### config.mk
export PLATFORM = sky130hd
export DESIGN_NAME = i2c_reg_slave
export DESIGN_NICKNAME = d
export VERILOG_FILES = /design/src/rtl/i2c_slave_pkg.sv /design/src/rtl/i2c_glitch_filter.sv /design/src/rtl/i2c_slave_datapath.sv /design/src/rtl/i2c_slave_ctrl.sv /design/src/rtl/i2c_reg_slave.sv
export SDC_FILE = /design/constraint.sdc
export NUM_CORES = 1
export LEC_CHECK = 0
export ABC_AREA = 1
export BUFFER_PORTS_ARGS = -buffer_cell sky130_fd_sc_hd__buf_2
export CAP_MARGIN = 0
export CORE_MARGIN = 2
export CORE_UTILIZATION = 50
export CTS_CLUSTER_DIAMETER = 60
export DETAILED_ROUTE_END_ITERATION = 6
export PLACE_DENSITY = 0.74
export SLEW_MARGIN = 20
export SYNTH_ARGS = -nofsm -noshare
export SYNTH_HDL_FRONTEND = slang
export SYNTH_SLANG_ARGS = --single-unit
export TNS_END_PERCENT = 30
### constraint.sdc
create_clock -name clk -period 2.35 [get_ports clk]
set_input_delay 0.47 -clock clk [delete_from_list [all_inputs] [get_ports clk]]
set_output_delay 0.47 -clock clk [all_outputs]
set_load 0.1 [all_outputs]
### src/rtl/i2c_slave_pkg.sv
package i2c_slave_pkg;

  typedef enum logic [2:0] {
    ST_IDLE,
    ST_ADDR,
    ST_ACK_ADDR,
    ST_WR,
    ST_ACK_WR,
    ST_RD,
    ST_RACK
  } slvState_t;

  // strobes from control to datapath
  typedef struct packed {
    logic shiftIn;   // sample SDA into receive shifter
    logic loadPtr;   // receive byte becomes register pointer
    logic writeReg;  // receive byte stored at pointer
    logic incPtr;    // pointer advances by one
    logic loadTx;    // transmit shifter loads byte at pointer
    logic shiftTx;   // transmit shifter moves to next bit
  } dpStrobe_t;

endpackage

### src/rtl/i2c_glitch_filter.sv
module i2c_glitch_filter #(
  parameter int FILT_CYCLES = 3,
  parameter bit RESET_LEVEL = 1'b1
) (
  input  logic clk,
  input  logic rstN,
  input  logic lineIn,
  output logic lineOut
);
  localparam int CNT_W = $clog2(FILT_CYCLES + 1);

  logic [1:0] syncQ;
  logic [CNT_W-1:0] runCnt;

  always_ff @(posedge clk or negedge rstN) begin
    if (!rstN) syncQ <= {2{RESET_LEVEL}};
    else       syncQ <= {syncQ[0], lineIn};
  end

  // output follows only a level that stayed different for FILT_CYCLES clocks
  always_ff @(posedge clk or negedge rstN) begin
    if (!rstN) begin
      lineOut <= RESET_LEVEL;
      runCnt  <= '0;
    end else if (syncQ[1] == lineOut) begin
      runCnt <= '0;
    end else if (runCnt == CNT_W'(FILT_CYCLES - 1)) begin
      lineOut <= syncQ[1];
      runCnt  <= '0;
    end else begin
      runCnt <= runCnt + 1'b1;
    end
  end

  generate
    if (FILT_CYCLES >= 2) begin : gHoldChk

      filt_hold_chk: assert property (@(posedge clk) disable iff (!rstN)
        (lineOut != $past(lineOut)) |-> ($past(syncQ[1]) == lineOut && $past(syncQ[1], 2) == lineOut))
        else $error("filter flipped on a short pulse");
    end
  endgenerate

endmodule

### src/rtl/i2c_slave_datapath.sv
module i2c_slave_datapath
  import i2c_slave_pkg::*;
#(
  parameter int NUM_RW = 6,
  parameter int NUM_RO = 2
) (
  input  logic                  clk,
  input  logic                  rstN,
  input  logic                  sdaF,
  input  dpStrobe_t             strb,
  input  logic [NUM_RO*8-1:0]   statusIn,
  output logic [7:0]            rxByte,
  output logic                  txMsb,
  output logic [NUM_RW*8-1:0]   ctrlRegs
);
  logic [7:0] regPtr;
  logic [7:0] txShift;
  logic [7:0] readData;
  logic [7:0] ctrlMem [NUM_RW];

  always_ff @(posedge clk or negedge rstN) begin
    if (!rstN)             rxByte <= '0;
    else if (strb.shiftIn) rxByte <= {rxByte[6:0], sdaF};
  end

  always_ff @(posedge clk or negedge rstN) begin
    if (!rstN)             regPtr <= '0;
    else if (strb.loadPtr) regPtr <= rxByte;
    else if (strb.incPtr)  regPtr <= regPtr + 8'd1;
  end

  genvar g;
  generate
    for (g = 0; g < NUM_RW; g++) begin : gReg
      always_ff @(posedge clk or negedge rstN) begin
        if (!rstN)                                 ctrlMem[g] <= '0;
        else if (strb.writeReg && regPtr == 8'(g)) ctrlMem[g] <= rxByte;
      end
      assign ctrlRegs[g*8 +: 8] = ctrlMem[g];
    end
  endgenerate

  always_comb begin
    readData = '0;
    for (int i = 0; i < NUM_RW; i++)
      if (regPtr == 8'(i)) readData = ctrlMem[i];
    for (int j = 0; j < NUM_RO; j++)
      if (regPtr == 8'(NUM_RW + j)) readData = statusIn[j*8 +: 8];
  end

  always_ff @(posedge clk or negedge rstN) begin
    if (!rstN)             txShift <= 8'hFF;
    else if (strb.loadTx)  txShift <= readData;
    else if (strb.shiftTx) txShift <= {txShift[6:0], 1'b1};
  end

  assign txMsb = txShift[7];


  ctrl_write_only_chk: assert property (@(posedge clk) disable iff (!rstN)
    (ctrlRegs != $past(ctrlRegs)) |-> $past(strb.writeReg))
    else $error("control register changed without write strobe");


  ptr_step_chk: assert property (@(posedge clk) disable iff (!rstN)
    $past(strb.incPtr) |-> (regPtr == $past(regPtr) + 8'd1))
    else $error("pointer did not advance");

endmodule

### src/rtl/i2c_slave_ctrl.sv
module i2c_slave_ctrl
  import i2c_slave_pkg::*;
(
  input  logic       clk,
  input  logic       rstN,
  input  logic       sclF,
  input  logic       sdaF,
  input  logic [6:0] slaveAddr,
  input  logic [7:0] rxByte,
  input  logic       txMsb,
  output dpStrobe_t  strb,
  output logic       sdaPullLow
);
  slvState_t state;
  logic [3:0] bitCnt;
  logic sclPrev, sdaPrev, startSeen;
  logic rwBit, ptrPhase, masterAck;
  logic sclRise, sclFall, startCond, stopRaw, stopCond, addrHit;

  always_ff @(posedge clk or negedge rstN) begin
    if (!rstN) begin
      sclPrev <= 1'b1;
      sdaPrev <= 1'b1;
    end else begin
      sclPrev <= sclF;
      sdaPrev <= sdaF;
    end
  end

  assign sclRise   = sclF & ~sclPrev;
  assign sclFall   = ~sclF & sclPrev;
  assign startCond = sclF & sclPrev & sdaPrev & ~sdaF;
  assign stopRaw   = sclF & sclPrev & ~sdaPrev & sdaF;
  assign stopCond  = stopRaw & ~startSeen;
  assign addrHit   = (rxByte[7:1] == slaveAddr);

  // marks the SCL-high phase that carried the START
  always_ff @(posedge clk or negedge rstN) begin
    if (!rstN)          startSeen <= 1'b0;
    else if (startCond) startSeen <= 1'b1;
    else if (sclFall)   startSeen <= 1'b0;
  end

  always_ff @(posedge clk or negedge rstN) begin
    if (!rstN) begin
      state     <= ST_IDLE;
      bitCnt    <= '0;
      rwBit     <= 1'b0;
      ptrPhase  <= 1'b0;
      masterAck <= 1'b0;
    end else if (startCond) begin
      state  <= ST_ADDR;
      bitCnt <= '0;
    end else if (stopCond) begin
      state <= ST_IDLE;
    end else begin
      unique case (state)
        ST_IDLE: ;
        ST_ADDR: begin
          if (sclRise) bitCnt <= bitCnt + 4'd1;
          else if (sclFall && bitCnt == 4'd8) begin
            if (addrHit) begin
              state <= ST_ACK_ADDR;
              rwBit <= rxByte[0];
            end else begin
              state <= ST_IDLE;
            end
          end
        end
        ST_ACK_ADDR: begin
          if (sclFall) begin
            bitCnt   <= '0;
            ptrPhase <= 1'b1;
            state    <= rwBit ? ST_RD : ST_WR;
          end
        end
        ST_WR: begin
          if (sclRise) bitCnt <= bitCnt + 4'd1;
          else if (sclFall && bitCnt == 4'd8) state <= ST_ACK_WR;
        end
        ST_ACK_WR: begin
          if (sclFall) begin
            bitCnt   <= '0;
            ptrPhase <= 1'b0;
            state    <= ST_WR;
          end
        end
        ST_RD: begin
          if (sclRise) bitCnt <= bitCnt + 4'd1;
          else if (sclFall && bitCnt == 4'd8) state <= ST_RACK;
        end
        ST_RACK: begin
          if (sclRise) masterAck <= ~sdaF;
          else if (sclFall) begin
            bitCnt <= '0;
            state  <= masterAck ? ST_RD : ST_IDLE;
          end
        end
        default: state <= ST_IDLE;
      endcase
    end
  end

  logic wrByteDone;
  assign wrByteDone = sclFall && state == ST_WR && bitCnt == 4'd8;

  always_comb begin
    strb          = '0;
    strb.shiftIn  = sclRise && (state == ST_ADDR || state == ST_WR);
    strb.loadPtr  = wrByteDone && ptrPhase;
    strb.writeReg = wrByteDone && !ptrPhase;
    strb.incPtr   = (wrByteDone && !ptrPhase) ||
                    (sclFall && state == ST_RD && bitCnt == 4'd8);
    strb.loadTx   = sclFall && ((state == ST_ACK_ADDR && rwBit) ||
                                (state == ST_RACK && masterAck));
    strb.shiftTx  = sclFall && state == ST_RD && bitCnt != 4'd0 && bitCnt < 4'd8;
  end

  assign sdaPullLow = (state == ST_ACK_ADDR) || (state == ST_ACK_WR) ||
                      (state == ST_RD && !txMsb);


  idle_release_chk: assert property (@(posedge clk) disable iff (!rstN)
    (state == ST_IDLE) |-> !sdaPullLow)
    else $error("idle slave drives SDA");


  addr_miss_idle_chk: assert property (@(posedge clk) disable iff (!rstN)
    (state == ST_ADDR && sclFall && bitCnt == 4'd8 && !addrHit && !startCond && !stopCond)
      |=> (state == ST_IDLE))
    else $error("mismatched address not dropped");


  stop_idle_chk: assert property (@(posedge clk) disable iff (!rstN)
    stopCond |=> (state == ST_IDLE))
    else $error("STOP did not end transfer");


  start_phase_stop_chk: assert property (@(posedge clk) disable iff (!rstN)
    (stopRaw && startSeen) |=> (state == ST_ADDR))
    else $error("STOP honoured in START phase");


  sda_hold_high_chk: assert property (@(posedge clk) disable iff (!rstN)
    (sclF && $past(sclF)) |-> (sdaPullLow == $past(sdaPullLow)))
    else $error("SDA drive moved while SCL high");


  strobe_excl_chk: assert property (@(posedge clk) disable iff (!rstN)
    $onehot0({strb.loadPtr, strb.writeReg, strb.loadTx}))
    else $error("conflicting datapath strobes");

endmodule

### src/rtl/i2c_reg_slave.sv
module i2c_reg_slave
  import i2c_slave_pkg::*;
#(
  parameter int         NUM_RW      = 6,
  parameter int         NUM_RO      = 2,
  parameter int         FILT_CYCLES = 3,
  parameter logic [6:0] BASE_ADDR   = 7'h48
) (
  input  logic                clk,
  input  logic                rstN,
  input  logic                sclIn,
  input  logic                sdaIn,
  input  logic [1:0]          strapCode,
  input  logic [NUM_RO*8-1:0] statusIn,
  output logic                sdaPullLow,
  output logic [NUM_RW*8-1:0] ctrlRegs
);
  logic [1:0] rawLines;
  logic [1:0] filtLines;
  logic [6:0] slaveAddr;
  logic [7:0] rxByte;
  logic       txMsb;
  dpStrobe_t  strb;

  assign rawLines  = {sdaIn, sclIn};
  assign slaveAddr = {BASE_ADDR[6:2], strapCode};

  genvar k;
  generate
    for (k = 0; k < 2; k++) begin : gLine
      i2c_glitch_filter #(.FILT_CYCLES(FILT_CYCLES), .RESET_LEVEL(1'b1)) uFilt (
        .clk(clk), .rstN(rstN), .lineIn(rawLines[k]), .lineOut(filtLines[k])
      );
    end
  endgenerate

  i2c_slave_ctrl uCtrl (
    .clk(clk), .rstN(rstN), .sclF(filtLines[0]), .sdaF(filtLines[1]),
    .slaveAddr(slaveAddr), .rxByte(rxByte), .txMsb(txMsb),
    .strb(strb), .sdaPullLow(sdaPullLow)
  );

  i2c_slave_datapath #(.NUM_RW(NUM_RW), .NUM_RO(NUM_RO)) uDp (
    .clk(clk), .rstN(rstN), .sdaF(filtLines[1]), .strb(strb),
    .statusIn(statusIn), .rxByte(rxByte), .txMsb(txMsb), .ctrlRegs(ctrlRegs)
  );

endmodule

==> out/results.ini <==
[run_status]
status=complete, no violations

[clock_tree]
cts_tree=built
cts_root_buffer=clkbuf_8
cts_setup_buffers=0
clock_sinks=95
cts.clk_slew.worst_paths_ns=0.09
clk_latency_ns=0.37
cts_buffer_depth=2
cts_max_level=3
cts_made_buffers=9

[die]
chipWidth_um=102.3
initial_core_util=0.5199
core_area_um2=9284
dieArea_um2=10460
io_pins=71
rows=35
dieHeight_um=102.3

[logic_synthesis]
yosys_warnings=0
synthFlopType=dfrtp_1
synth.distinct_cells=36
ys_ff_latch=95
syn_nets=638
synth_edf_count=0
ys_seq_area_frac=0.4966
ys_top_cells_by_area=dfrtp_1, nand2_1, o21ai_0
synth_top_area_cell=dfrtp_1
synth.top_cell.area_share=0.4095
syn_inst=610
synth.avg_cell_area_um2=7.913
synth_area_um2=4827
synthArstFlopShare=1.000

[place]
routabilityCongestion=0.9383
dp_slack_ns=0.3520
dp.final_hpwl_um=8748
placed_area_um2=5310
io_buffer_count=70

[timing]
setup_slack_ns=0.1856
finalCriticalPeriod_ns=2.164
relSlewSlack=0.5809
fin_skew_ns=0.009522
tightest_slew_ns=0.6267
drv_slew=0
finalSetupTns_ns=0
fin_crit_sh=0.9210
fmax_mhz=462.0
hold_violations=0
setup_viol=0
grt_setup_unrepaired=false
worst_hold_slack_ns=0.1930

[grt]
grt_usage=0.2424
gr-total-overflow=0
antenna_found_initial=0
grt_pass1_wl_um=19460
grt_start_max_net_pins=50
grt_pass1_vias=4038

[final_layout]
antennaDiodeCount=0
drive_gt1_frac=0.1880
fillers=843
postLayoutCellArea_um2=5492
layout.nets=709
area_delta_synth_final_pct=13.76

[power]
p_int_mw=2.660
powerDensity_nw_per_um2=769.1
peakVddDrop_mv=0.5209
p_seq_frac=0.516
switching_share=0.3703
p_sw_mw=1.564
p_comb_frac=0.254
p_clk_frac=0.229
p_leak_nw=2.731

[job]
maxCapViolCount=0

[detailed_routing]
firstDrtPassIters=4
wirelength_um=12030
route.detailed.drc=0
vias_per_cell=5.362
ant_nets=0
wl_per_cell_um=14.76
vias=4370
drt_iter0_markers=264

[critical_path]
ff2ff_setup_slack_ns=0.31
path_max_fanout=9
cp-start-kind=flop
arrival_ns=1.69
path_class=reg -> out
endpoint_kind=primary output
worst-endpoint-required_ns=1.88

[min_path]
hp-class=in -> reg

## power by group through the flow
stage	sequential [mW]	combinational [mW]	clock [mW]
finish	2.18	1.07	0.968
global route	2.22	1.22	1.05
CTS	2.18	1.06	0.980
detailed placement	2.20	1.05	0
global placement	2.20	1.01	0
floorplan	2.13	0.788	0
## area by class of cell
| cell class | instances | area, um^2 | area share |
|---|---|---|---|
| Tap cell | 129 | 161.4 | 0.02939 |
| Clock buffer | 11 | 131.4 | 0.02392 |
| Multi-Input combinational cell | 430 | 2086 | 0.3798 |
| Clock inverter | 5 | 33.78 | 0.006152 |
| Inverter | 70 | 270.3 | 0.04921 |
| Sequential cell | 95 | 2397 | 0.4365 |
| Timing Repair Buffer | 75 | 411.6 | 0.07496 |
## timing repair
item | CTS | global route
endpoints found under the setup margin | 0 | 1
endpoints found under the hold margin | 16 | 0
hold buffers | 1 | 0
resized for setup | 0 | 3
## stage by stage
stage / cells / utilization / total power [mW]
after floorplan: 610 / - / 2.914
after global placement: 798 / 0.5720 / 3.212
after detailed placement: 798 / 0.5720 / 3.253
after CTS: 815 / 0.5908 / 4.214
after global routing: 815 / 0.5915 / 4.488
final: 815 / 0.5915 / 4.223
## cell families (layout without fill, tap and decap cells)
kind of cell / Yosys count / after routing / synth area share
compound gates: 147 / 147 / 0.1573
xor+xnor: 6 / 6 / 0.01089
fa+ha+maj: 6 / 6 / 0.01555
buf+inv: 85 / 161 / 0.07206
flops: 95 / 95 / 0.4966
simple gates: 271 / 271 / 0.2475
## cells in the final DEF, fill, tap and decap left out, drive strengths merged
cell         instances
dfrtp               79
o211ai               2
clkinv               3
nand3b               2
nand3               26
a31oi                2
nor4                 3
a32oi                1
inv                 70
nor3                17
a22oi                1
or2                  1
buf                 74
o22ai                2
dfstp               16
nand2              150
dlygate4sd3          1
ha                   6
xor2                 1
clkbuf              11
clkinvlp             2
xnor2                5
a21oi               40
nand4                1
nor2                71
o21ai               99
## synthesized netlist by cell type (3+ instances only)
cell and number:
ha_1 6, nor3_2 3, nor4_1 3, inv_2 6, nor3_1 9, inv_1 62
nor3_4 5, o21ai_0 90, dfstp_2 16, nand3_1 26, xnor2_1 5, dfrtp_1 79
nor2_2 3, nand2_1 147, nor2_1 67, o21ai_1 9, buf_2 5, clkbuf_1 7
a21oi_1 38
## registers in the layout (all words and copies together) (netlist names)
signal,flops
uCtrl.state,3
uDp.ctrlRegs,48
uCtrl.sdaPrev,1
gLine.uFilt.syncQ,4
gLine.uFilt.lineOut,2
uDp.txShift,8
uDp.regPtr,8
uCtrl.bitCnt,4
uDp.rxByte,8
uCtrl.masterAck,1
uCtrl.ptrPhase,1
uCtrl.rwBit,1
gLine.uFilt.runCnt,4
uCtrl.startSeen,1
uCtrl.sclPrev,1
## metal layers
metal	up-vias	track usage	part of all wire	wire length (um)
met2	161	0.3887	0.45	5473
met1	2068	0.3307	0.46	5585
li1	2115	-	-	-
met5	-	0	0	0
met3	26	0.03762	0.054	654
met4	0	0.1005	0.026	318
## final timing paths
path,from,end,cells past startpoint
max,uCtrl.state[0],sdaPullLow,6
max reg2reg,uDp.regPtr[0],uDp.txShift[6],14
min,sclIn,gLine[0].uFilt.syncQ[0],1
min reg2reg,gLine[1].uFilt.syncQ[0],gLine[1].uFilt.syncQ[1],0
max in group asynchronous,rstN,uDp.txShift[0],3
min in group asynchronous,rstN,uDp.ctrlRegs[2],2
## critical path: stages (launching register included)
cell and delay [ns]:
dfrtp_1 0.50, nor3_2 0.23, inv_1 0.09, nand2_1 0.12
inv_1 0.08, o21ai_2 0.07, buf_6 0.25
(Power assumes the default switching activity.)
